===== config.mk =====
export PLATFORM = sky130hd
export DESIGN_NAME = owire_uart_master
export DESIGN_NICKNAME = d
export VERILOG_FILES = /design/src/rtl/owu_pkg.sv /design/src/rtl/owu_bitclk.sv /design/src/rtl/owu_shifter.sv /design/src/rtl/owire_uart_master.sv
export SDC_FILE = /design/constraint.sdc
export NUM_CORES = 1
export LEC_CHECK = 0
export BUFFER_PORTS_ARGS = -buffer_cell sky130_fd_sc_hd__buf_4
export CORE_MARGIN = 5
export CORE_UTILIZATION = 40
export CTS_BUF_LIST = sky130_fd_sc_hd__clkbuf_4
export CTS_CLUSTER_SIZE = 25
export DETAILED_ROUTE_END_ITERATION = 16
export GPL_ROUTABILITY_DRIVEN = 0
export PLACE_DENSITY = 0.62
export SLEW_MARGIN = 20
export SYNTH_ARGS = -nofsm -noshare
export SYNTH_HDL_FRONTEND = slang
export SYNTH_SLANG_ARGS = --single-unit

===== constraint.sdc =====
create_clock -name clk_i -period 2.76 [get_ports clk_i]
set_input_delay 0 -clock clk_i [delete_from_list [all_inputs] [get_ports clk_i]]
set_output_delay 0 -clock clk_i [all_outputs]
set_load 0.01 [all_outputs]

===== src/rtl/owu_pkg.sv =====
package owu_pkg;

    typedef enum logic [1:0] {
        OP_RESET = 2'b00,
        OP_WRITE = 2'b01,
        OP_READ  = 2'b10,
        OP_NONE  = 2'b11
    } owu_op_e;

    localparam int FRAME_BITS = 10;
    localparam int STOP_IDX   = FRAME_BITS - 1;
    localparam logic [7:0] PAT_RESET = 8'hF0;
    localparam logic [7:0] PAT_ZERO  = 8'h80;
    localparam logic [7:0] PAT_ONE   = 8'hFF;

    function automatic logic [7:0] owu_pattern(owu_op_e op, logic bit_val);
        logic [7:0] pat;
        case (op)
            OP_RESET: pat = PAT_RESET;
            OP_WRITE: pat = bit_val ? PAT_ONE : PAT_ZERO;
            default:  pat = PAT_ONE;
        endcase
        return pat;
    endfunction

endpackage


===== src/rtl/owu_bitclk.sv =====
module owu_bitclk #(
    parameter int SLOW_DIV = 26042,
    parameter int FAST_DIV = 2170
) (
    input  logic clk_i,
    input  logic rst_ni,
    input  logic run_i,
    input  logic fast_i,
    output logic mid_o,
    output logic end_o
);
    localparam int MAX_DIV = (SLOW_DIV > FAST_DIV) ? SLOW_DIV : FAST_DIV;
    localparam int CNT_W   = $clog2(MAX_DIV + 1);

    logic [CNT_W-1:0] cnt_d, cnt_q;
    logic [CNT_W-1:0] lim, half;

    always_comb begin
        lim   = fast_i ? CNT_W'(FAST_DIV - 1) : CNT_W'(SLOW_DIV - 1);
        half  = fast_i ? CNT_W'(FAST_DIV / 2) : CNT_W'(SLOW_DIV / 2);
        mid_o = run_i && (cnt_q == half);
        end_o = run_i && (cnt_q == lim);
        if (!run_i || end_o) cnt_d = '0;
        else                 cnt_d = cnt_q + 1'b1;
    end

    always_ff @(posedge clk_i) begin
        if (!rst_ni) cnt_q <= '0;
        else         cnt_q <= cnt_d;
    end


    cnt_in_range_chk: assert property (@(posedge clk_i) disable iff (!rst_ni)
        run_i |-> (cnt_q <= lim));

endmodule


===== src/rtl/owu_shifter.sv =====
module owu_shifter
    import owu_pkg::*;
(
    input  logic       clk_i,
    input  logic       rst_ni,
    input  logic       run_i,
    input  logic       load_i,
    input  logic [7:0] byte_i,
    input  logic       mid_i,
    input  logic       end_i,
    input  logic       rx_bit_i,
    output logic       pull_o,
    output logic       stop_seen_o,
    output logic [7:0] rx_byte_o
);
    typedef struct packed {
        logic [FRAME_BITS-1:0] tx;
        logic [3:0]            idx;
        logic [7:0]            rx;
    } shf_t;

    shf_t s_d, s_q;

    always_comb begin
        s_d = s_q;
        if (load_i) begin
            s_d.tx  = {1'b1, byte_i, 1'b0};
            s_d.idx = '0;
            s_d.rx  = '0;
        end else begin
            if (mid_i && s_q.idx >= 4'd1 && s_q.idx <= 4'd8)
                s_d.rx = {rx_bit_i, s_q.rx[7:1]};
            if (end_i) begin
                s_d.tx  = {1'b1, s_q.tx[FRAME_BITS-1:1]};
                s_d.idx = s_q.idx + 4'd1;
            end
        end
    end

    always_ff @(posedge clk_i) begin
        if (!rst_ni) s_q <= '{tx: '1, idx: '0, rx: '0};
        else         s_q <= s_d;
    end

    assign pull_o      = run_i && !s_q.tx[0];
    assign stop_seen_o = mid_i && (s_q.idx == 4'(STOP_IDX));
    assign rx_byte_o   = s_q.rx;


    idx_range_chk: assert property (@(posedge clk_i) disable iff (!rst_ni)
        run_i |-> (s_q.idx <= 4'(STOP_IDX)));


    stop_released_chk: assert property (@(posedge clk_i) disable iff (!rst_ni)
        (run_i && s_q.idx == 4'(STOP_IDX)) |-> !pull_o);

endmodule


===== src/rtl/owire_uart_master.sv =====
module owire_uart_master
    import owu_pkg::*;
#(
    parameter int CLK_HZ    = 250_000_000,
    parameter int SLOW_BAUD = 9600,
    parameter int FAST_BAUD = 115200,
    parameter int SLOW_DIV  = (CLK_HZ + SLOW_BAUD / 2) / SLOW_BAUD,
    parameter int FAST_DIV  = (CLK_HZ + FAST_BAUD / 2) / FAST_BAUD
) (
    input  logic       clk_i,
    input  logic       rst_ni,
    input  logic       cmd_valid_i,
    input  logic [1:0] cmd_op_i,
    input  logic       cmd_bit_i,
    output logic       busy_o,
    output logic       done_o,
    output logic       result_o,
    input  logic       bus_i,
    output logic       bus_pull_o
);
    typedef struct packed {
        logic       busy;
        owu_op_e    op;
        logic       done;
        logic       result;
        logic [1:0] sync;
    } ctl_t;

    ctl_t c_d, c_q;
    logic accept, mid, fin, stop_seen;
    logic [7:0] rx_byte;
    owu_op_e cmd_op;

    assign cmd_op = owu_op_e'(cmd_op_i);
    assign accept = cmd_valid_i && !c_q.busy && (cmd_op != OP_NONE);

    owu_bitclk #(.SLOW_DIV(SLOW_DIV), .FAST_DIV(FAST_DIV)) bitclk_i (
        .clk_i  (clk_i),
        .rst_ni (rst_ni),
        .run_i  (c_q.busy),
        .fast_i (c_q.op != OP_RESET),
        .mid_o  (mid),
        .end_o  (fin)
    );

    owu_shifter shifter_i (
        .clk_i       (clk_i),
        .rst_ni      (rst_ni),
        .run_i       (c_q.busy),
        .load_i      (accept),
        .byte_i      (owu_pattern(cmd_op, cmd_bit_i)),
        .mid_i       (mid),
        .end_i       (fin),
        .rx_bit_i    (c_q.sync[1]),
        .pull_o      (bus_pull_o),
        .stop_seen_o (stop_seen),
        .rx_byte_o   (rx_byte)
    );

    always_comb begin
        c_d      = c_q;
        c_d.sync = {c_q.sync[0], bus_i};
        c_d.done = 1'b0;
        if (accept) begin
            c_d.busy = 1'b1;
            c_d.op   = cmd_op;
        end else if (c_q.busy && stop_seen) begin
            c_d.busy   = 1'b0;
            c_d.done   = 1'b1;
            c_d.result = (c_q.op == OP_RESET) ? (rx_byte != PAT_RESET)
                                              : (rx_byte == PAT_ONE);
        end
    end

    always_ff @(posedge clk_i) begin
        if (!rst_ni) c_q <= '{busy: 1'b0, op: OP_RESET, done: 1'b0,
                              result: 1'b0, sync: 2'b11};
        else         c_q <= c_d;
    end

    assign busy_o   = c_q.busy;
    assign done_o   = c_q.done;
    assign result_o = c_q.result;


    idle_release_chk: assert property (@(posedge clk_i) disable iff (!rst_ni)
        !busy_o |-> !bus_pull_o);


    start_low_chk: assert property (@(posedge clk_i) disable iff (!rst_ni)
        $rose(busy_o) |-> bus_pull_o);


    done_pulse_chk: assert property (@(posedge clk_i) disable iff (!rst_ni)
        done_o |=> !done_o);


    done_after_busy_chk: assert property (@(posedge clk_i) disable iff (!rst_ni)
        done_o |-> (!busy_o && $past(busy_o)));


    ignore_busy_chk: assert property (@(posedge clk_i) disable iff (!rst_ni)
        (busy_o && cmd_valid_i) |=> $stable(c_q.op));

endmodule


### Word level (Yosys, flattened, before mapping)

Index checks and enable logic that the tools add are counted.

* register bits after elaboration: 43
* bits in latches: 0
* memory bits (writable): 0
* bits in read-only memories: 0
* bits of input ports: 7
* memories kept: 0

* $add $sub $neg: 2
* multiply operators: 0
* div/mod/pow operators: 0
* order comparisons: 2
* eq/ne operators: 7
* shifts and indexed selects: 0
* mux-type cells: 11
* bitwise operators: 2
* reductions and logical operators: 20

Operator list (number)
* $eq A15 B15 Y1: 2
* $mux W21: 1
* $add A15 B1 Y15 const B: 1
* $mux W15: 1
* $mux W14: 1
* $pmux W7 S2: 1
* $mux W13: 1
* $logic_and A1 B1 Y1: 9
* $eq A8 B8 Y1 const B: 1
* $mux W8: 1
* $ne A8 B8 Y1 const B: 1
* $mux W7: 1
* $reduce_bool A2 Y1: 3
* $add A4 B1 Y4 const B: 1
* $eq A4 B4 Y1 const B: 1
* $ge A4 B1 Y1 const B: 1
* $le A4 B4 Y1 const B: 1
* $logic_not A2 Y1: 2
* $reduce_or A2 Y1: 2
* $mux W1: 3
* $eq A2 B1 Y1 const B: 1
* $logic_not A1 Y1: 2
* $mux W2: 1
* $ne A2 B2 Y1 const B: 1
* 3 further kinds: 4

### Longest topological paths before layout

* depth in word-level cells: 8
* gate-level depth with buffers: 8
* gate-level depth less buffers: 6

### Cells and area by module

A second synthesis with hierarchy kept.

* cells, all modules: 232
* area total of the unflattened synthesis: 2187.1 um^2

By module, submodules not included
* owu_shifter: instances 1, cells each 100, area each 1032.2 um^2
* owu_bitclk: instances 1, cells each 97, area each 827.0 um^2
* owire_uart_master: instances 1, cells each 35, area each 327.8 um^2

### Worst setup path before layout

No wires, ideal clock.

* path type: register to register
* start point: reg c_q[4] (netlist name)
* end point: reg bitclk_i.cnt_q[2]
* library setup time: 64 ps
* arrival time: 1841 ps
* required time: 2696 ps
* setup slack: 855 ps
* cell stages (with the launch flop): 9
* path buffers: 3
* clock period less this slack: 1905 ps
* cell sequence: dfxtp_1 > or2_1 > buf_6 > a32o_1 > and4_1 > buf_6 > a311o_4 > buf_6 > nor2_1

* longest elaborated chain between the ends: 6

Ends and longest elaborated chain
* start, declared: line owire_uart_master.sv:29 `ctl_t c_d, c_q;`
* start signal, assigned: line owire_uart_master.sv:76 `if (!rst_ni) c_q <= '{busy: 1'b0, op: OP_RESET, done: 1'b0,`
* $reduce_bool A2 Y1: line owire_uart_master.sv:41 `.fast_i (c_q.op != OP_RESET),`
* $mux W15: line owu_bitclk.sv:19 `lim = fast_i ? CNT_W'(FAST_DIV - 1) : CNT_W'(SLOW_DIV - 1);`
* $eq A15 B15 Y1: line owu_bitclk.sv:22 `end_o = run_i && (cnt_q == lim);`
* $logic_and A1 B1 Y1: line owu_bitclk.sv:22
* $logic_or A1 B1 Y1: line owu_bitclk.sv:23 `if (!run_i || end_o) cnt_d = '0;`
* $reduce_or A2 Y1 (no line)
* end signal, assigned: line owu_bitclk.sv:29 `else cnt_q <= cnt_d;`
* end, declared: line owu_bitclk.sv:15 `logic [CNT_W-1:0] cnt_d, cnt_q;`

No other way between the ends.
A chain may end at the register's enable or synchronous reset.

### Worst setup path after layout

* start point: reg c_q[5] (netlist name)
* end point: reg shifter_i.s_q, in the netlist shifter_i.rx_byte_o[3]

* longest elaborated chain between the ends: 6

Ends and longest elaborated chain
* $reduce_bool A2 Y1: line owire_uart_master.sv:41
* $mux W14: line owu_bitclk.sv:20 `half = fast_i ? CNT_W'(FAST_DIV / 2) : CNT_W'(SLOW_DIV / 2);`
* $eq A15 B15 Y1: line owu_bitclk.sv:21 `mid_o = run_i && (cnt_q == half);`
* $logic_and A1 B1 Y1: line owu_bitclk.sv:21
* $logic_and A1 B1 Y1 (2 in a row): line owu_shifter.sv:31 `if (mid_i && s_q.idx >= 4'd1 && s_q.idx <= 4'd8)`
* end signal, assigned: line owu_shifter.sv:41 `if (!rst_ni) s_q <= '{tx: '1, idx: '0, rx: '0};`
* end, declared: line owu_shifter.sv:22 `shf_t s_d, s_q;`

No other way between the ends.

==> qor.txt <==
Status = finished clean
Clk sinks = 43
Dominant synthesized flop cell = dfxtp_1
Ant. Diodes = 0
DR WL/cell = 13.1 um
Final instance area = 2250 um2
Final core occ = 0.450
Reg-to-Reg End = shifter_i.rx_byte_o[3]
CTS clk-pin slew, worst paths = 0.13 ns
Vias = 1647
First-pass GRT wire length = 7.27 mm
Synth area leader = dfxtp_1
Worst-margin pin slew = 0.716 ns
DRC = 0
Layout cell share with drive strength beyond 1 = 0.119
Number of H-tree levels = 2
Resized cells post-CTS = 0
Global Route Usage Sum = 0.141
Slew margin rel. = 0.522
Hold endpoint = busy_o
Share of the synthesized area in the top cell type = 0.424
Worst EP required = 3.03 ns
Post-synth ARST share = 0
Fin Setup TNS = 0 ns
Mapped Cells = 229
Synth Register Bits = 43
Area Overhead vs Synth = 11.0%
Power density cells = 452 nW/um2
Dpl cells = 301
Netlist Area Pre-Place = 2030 um2
Max Root-Sink Buffers = 2
Period minus WS final = 2.09 ns
Cell variety after synth = 39
Hold Slack = 0.0321 ns
Crit Path Class = register to register
Starting Density = 0.405
Synth warnings = 0
Mapped Nets = 242
Area after DPL = 2150 um2
Setup bufs post-CTS = 0
CTS tree = done
Post-synth top cells = 43 x dfxtp_1, 23 x nand3_1, 22 x nor2_1
Via/cell ratio = 5.25
Vias in the first global route = 1682
Avg Inst Size Synth = 8.86 um2
Max-cap violations = 0
Die area = 6600 um2
RSZ-0062 raised after global routing = false
Final Slew Violations = 0
Peak supply drop = 0.223 mV
CP endpoint kind = register
Most common cell in the synthesized netlist = dfxtp_1
Hold-fix buffers at CTS = 5
Die X = 81.2 um
Final std cells w/o fill = 314
Final net count = 256
Routed WL = 4.11 mm
DP Wirelength = 2.90 mm
Worst R2R Start = c_q[5]
Worst R2R Path Depth = 5
Number of buffers created by CTS = 5
Final setup viols = 0
Area contributors post-synth = dfxtp_1 42%, mux2i_1 6.4%, nand3_1 5.7%, nor2_1 4.1%, ha_1 3.7%
Core Box Area = 5010 um2
Hold Crit Class = input pin to register
Die height = 81.2 um
Row cnt = 26
Seq/Total Area, Yosys = 0.424
Hold path depth = 3
R2R Setup Slk = 0.67 ns
Initial antenna violation count = 0
Crit path from = c_q[5]
Largest net degree at the start of global routing = 16
Buffers on Ports = 10
Crit path max fanout = 8
Hold wc startpoint = cmd_valid_i
Leak = 0.853 nW
Worst skew pair latency = 0.36 ns
Fin. Hold Viols = 0
Period utilization = 0.758
Grt ovf = 0
# IOs = 11
Crit path DAT = 2.36 ns
Clock Skews = 0.0116 ns
Initial DRT Pass Iterations = 4
Final ANT Viol Nets = 0
Post-synth EDFFs = 0
Fmax = 0.478 GHz
1st-iter DRT viols = 83
Clock root buffer = clkbuf_4
Startpoint types = register
## worst max path at each step
stage,to,slack (ns),cells after the start
after floorplan,bitclk_i.cnt_q[2],0.86,8
after global placement,shifter_i.rx_byte_o[4],0.77,5
after detailed placement,shifter_i.rx_byte_o[5],0.70,5
after CTS,shifter_i.rx_byte_o[3],0.62,5
after global routing,shifter_i.rx_byte_o[2],0.51,5
final,shifter_i.rx_byte_o[3],0.67,5
## sequential cells by signal (all words and copies together) (netlist names)
register	count
done_o	1
shifter_i.s_q	13
busy_o	1
shifter_i.rx_byte_o	8
c_q	3
result_o	1
c_d	1
bitclk_i.cnt_q	15
## stage by stage
step	worst slack, ns	power (mW)
after floorplan	0.855	0.705
after global placement	0.774	0.722
after detailed placement	0.697	0.724
after CTS	0.616	1.03
after global routing	0.507	1.06
final	0.668	1.02
## cell usage in the layout, fill, tap and decap left out, drive strengths merged, types with 4 or more instances in the layout
| master | instances |
|---|---|
| ha | 6 |
| nand3 | 23 |
| nand4 | 8 |
| nand2 | 20 |
| xor2 | 8 |
| and3 | 4 |
| dfxtp | 43 |
| inv | 7 |
| buf | 14 |
| nor2 | 25 |
| o211ai | 5 |
| a31oi | 7 |
| xnor2 | 5 |
| clkbuf | 5 |
| dlygate4sd3 | 5 |
| mux2i | 13 |
| o21ai | 8 |
## logic make-up (layout without fill, tap and decap cells)
logic type | after synthesis | in the layout | share of synthesized area
compound gates | 32 | 32 | 0.111
xor+xnor | 13 | 13 | 0.0561
fa+ha+maj | 6 | 6 | 0.0370
buf+inv | 19 | 34 | 0.0481
flops | 43 | 43 | 0.424
mux | 13 | 13 | 0.0641
simple gates | 103 | 103 | 0.260
## metal layers
layer | share of wire | routed length [um] | vias up | track usage
met5 | 0 | 0 | - | 0
met3 | 0.033 | 136 | 7 | 0.0355
met1 | 0.50 | 2060 | 772 | 0.178
met2 | 0.45 | 1860 | 24 | 0.230
met4 | 0.015 | 63 | 0 | 0.0574
li1 | - | - | 844 | -
## power by group
part | total, mW | internal, mW | switching (mW) | leakage, nW
Combinational | 0.0769 | 0.0336 | 0.0432 | 0.470
Clock | 0.302 | 0.0951 | 0.207 | 0.0347
Sequential | 0.639 | 0.631 | 0.00759 | 0.349
Total | 1.02 | 0.760 | 0.258 | 0.853
## final cells by class
type	count	area [um2]
inverters	7	26.3
repair buffers	19	155
clock inverters	3	15.0
clock buffers	5	37.5
multi-input cells	167	1070
well taps	70	87.6
flip-flops and latches	43	861
fillers	515	2760
## critical path, cell delays in order (launching register included)
cell	delay (ns)
dfxtp_1	0.39
or2_1	0.23
mux2i_1	0.37
nand3_1	0.14
nand4bb_1	0.56
mux2i_1	0.32
No activity file was read; power rests on OpenSTA's default activity.
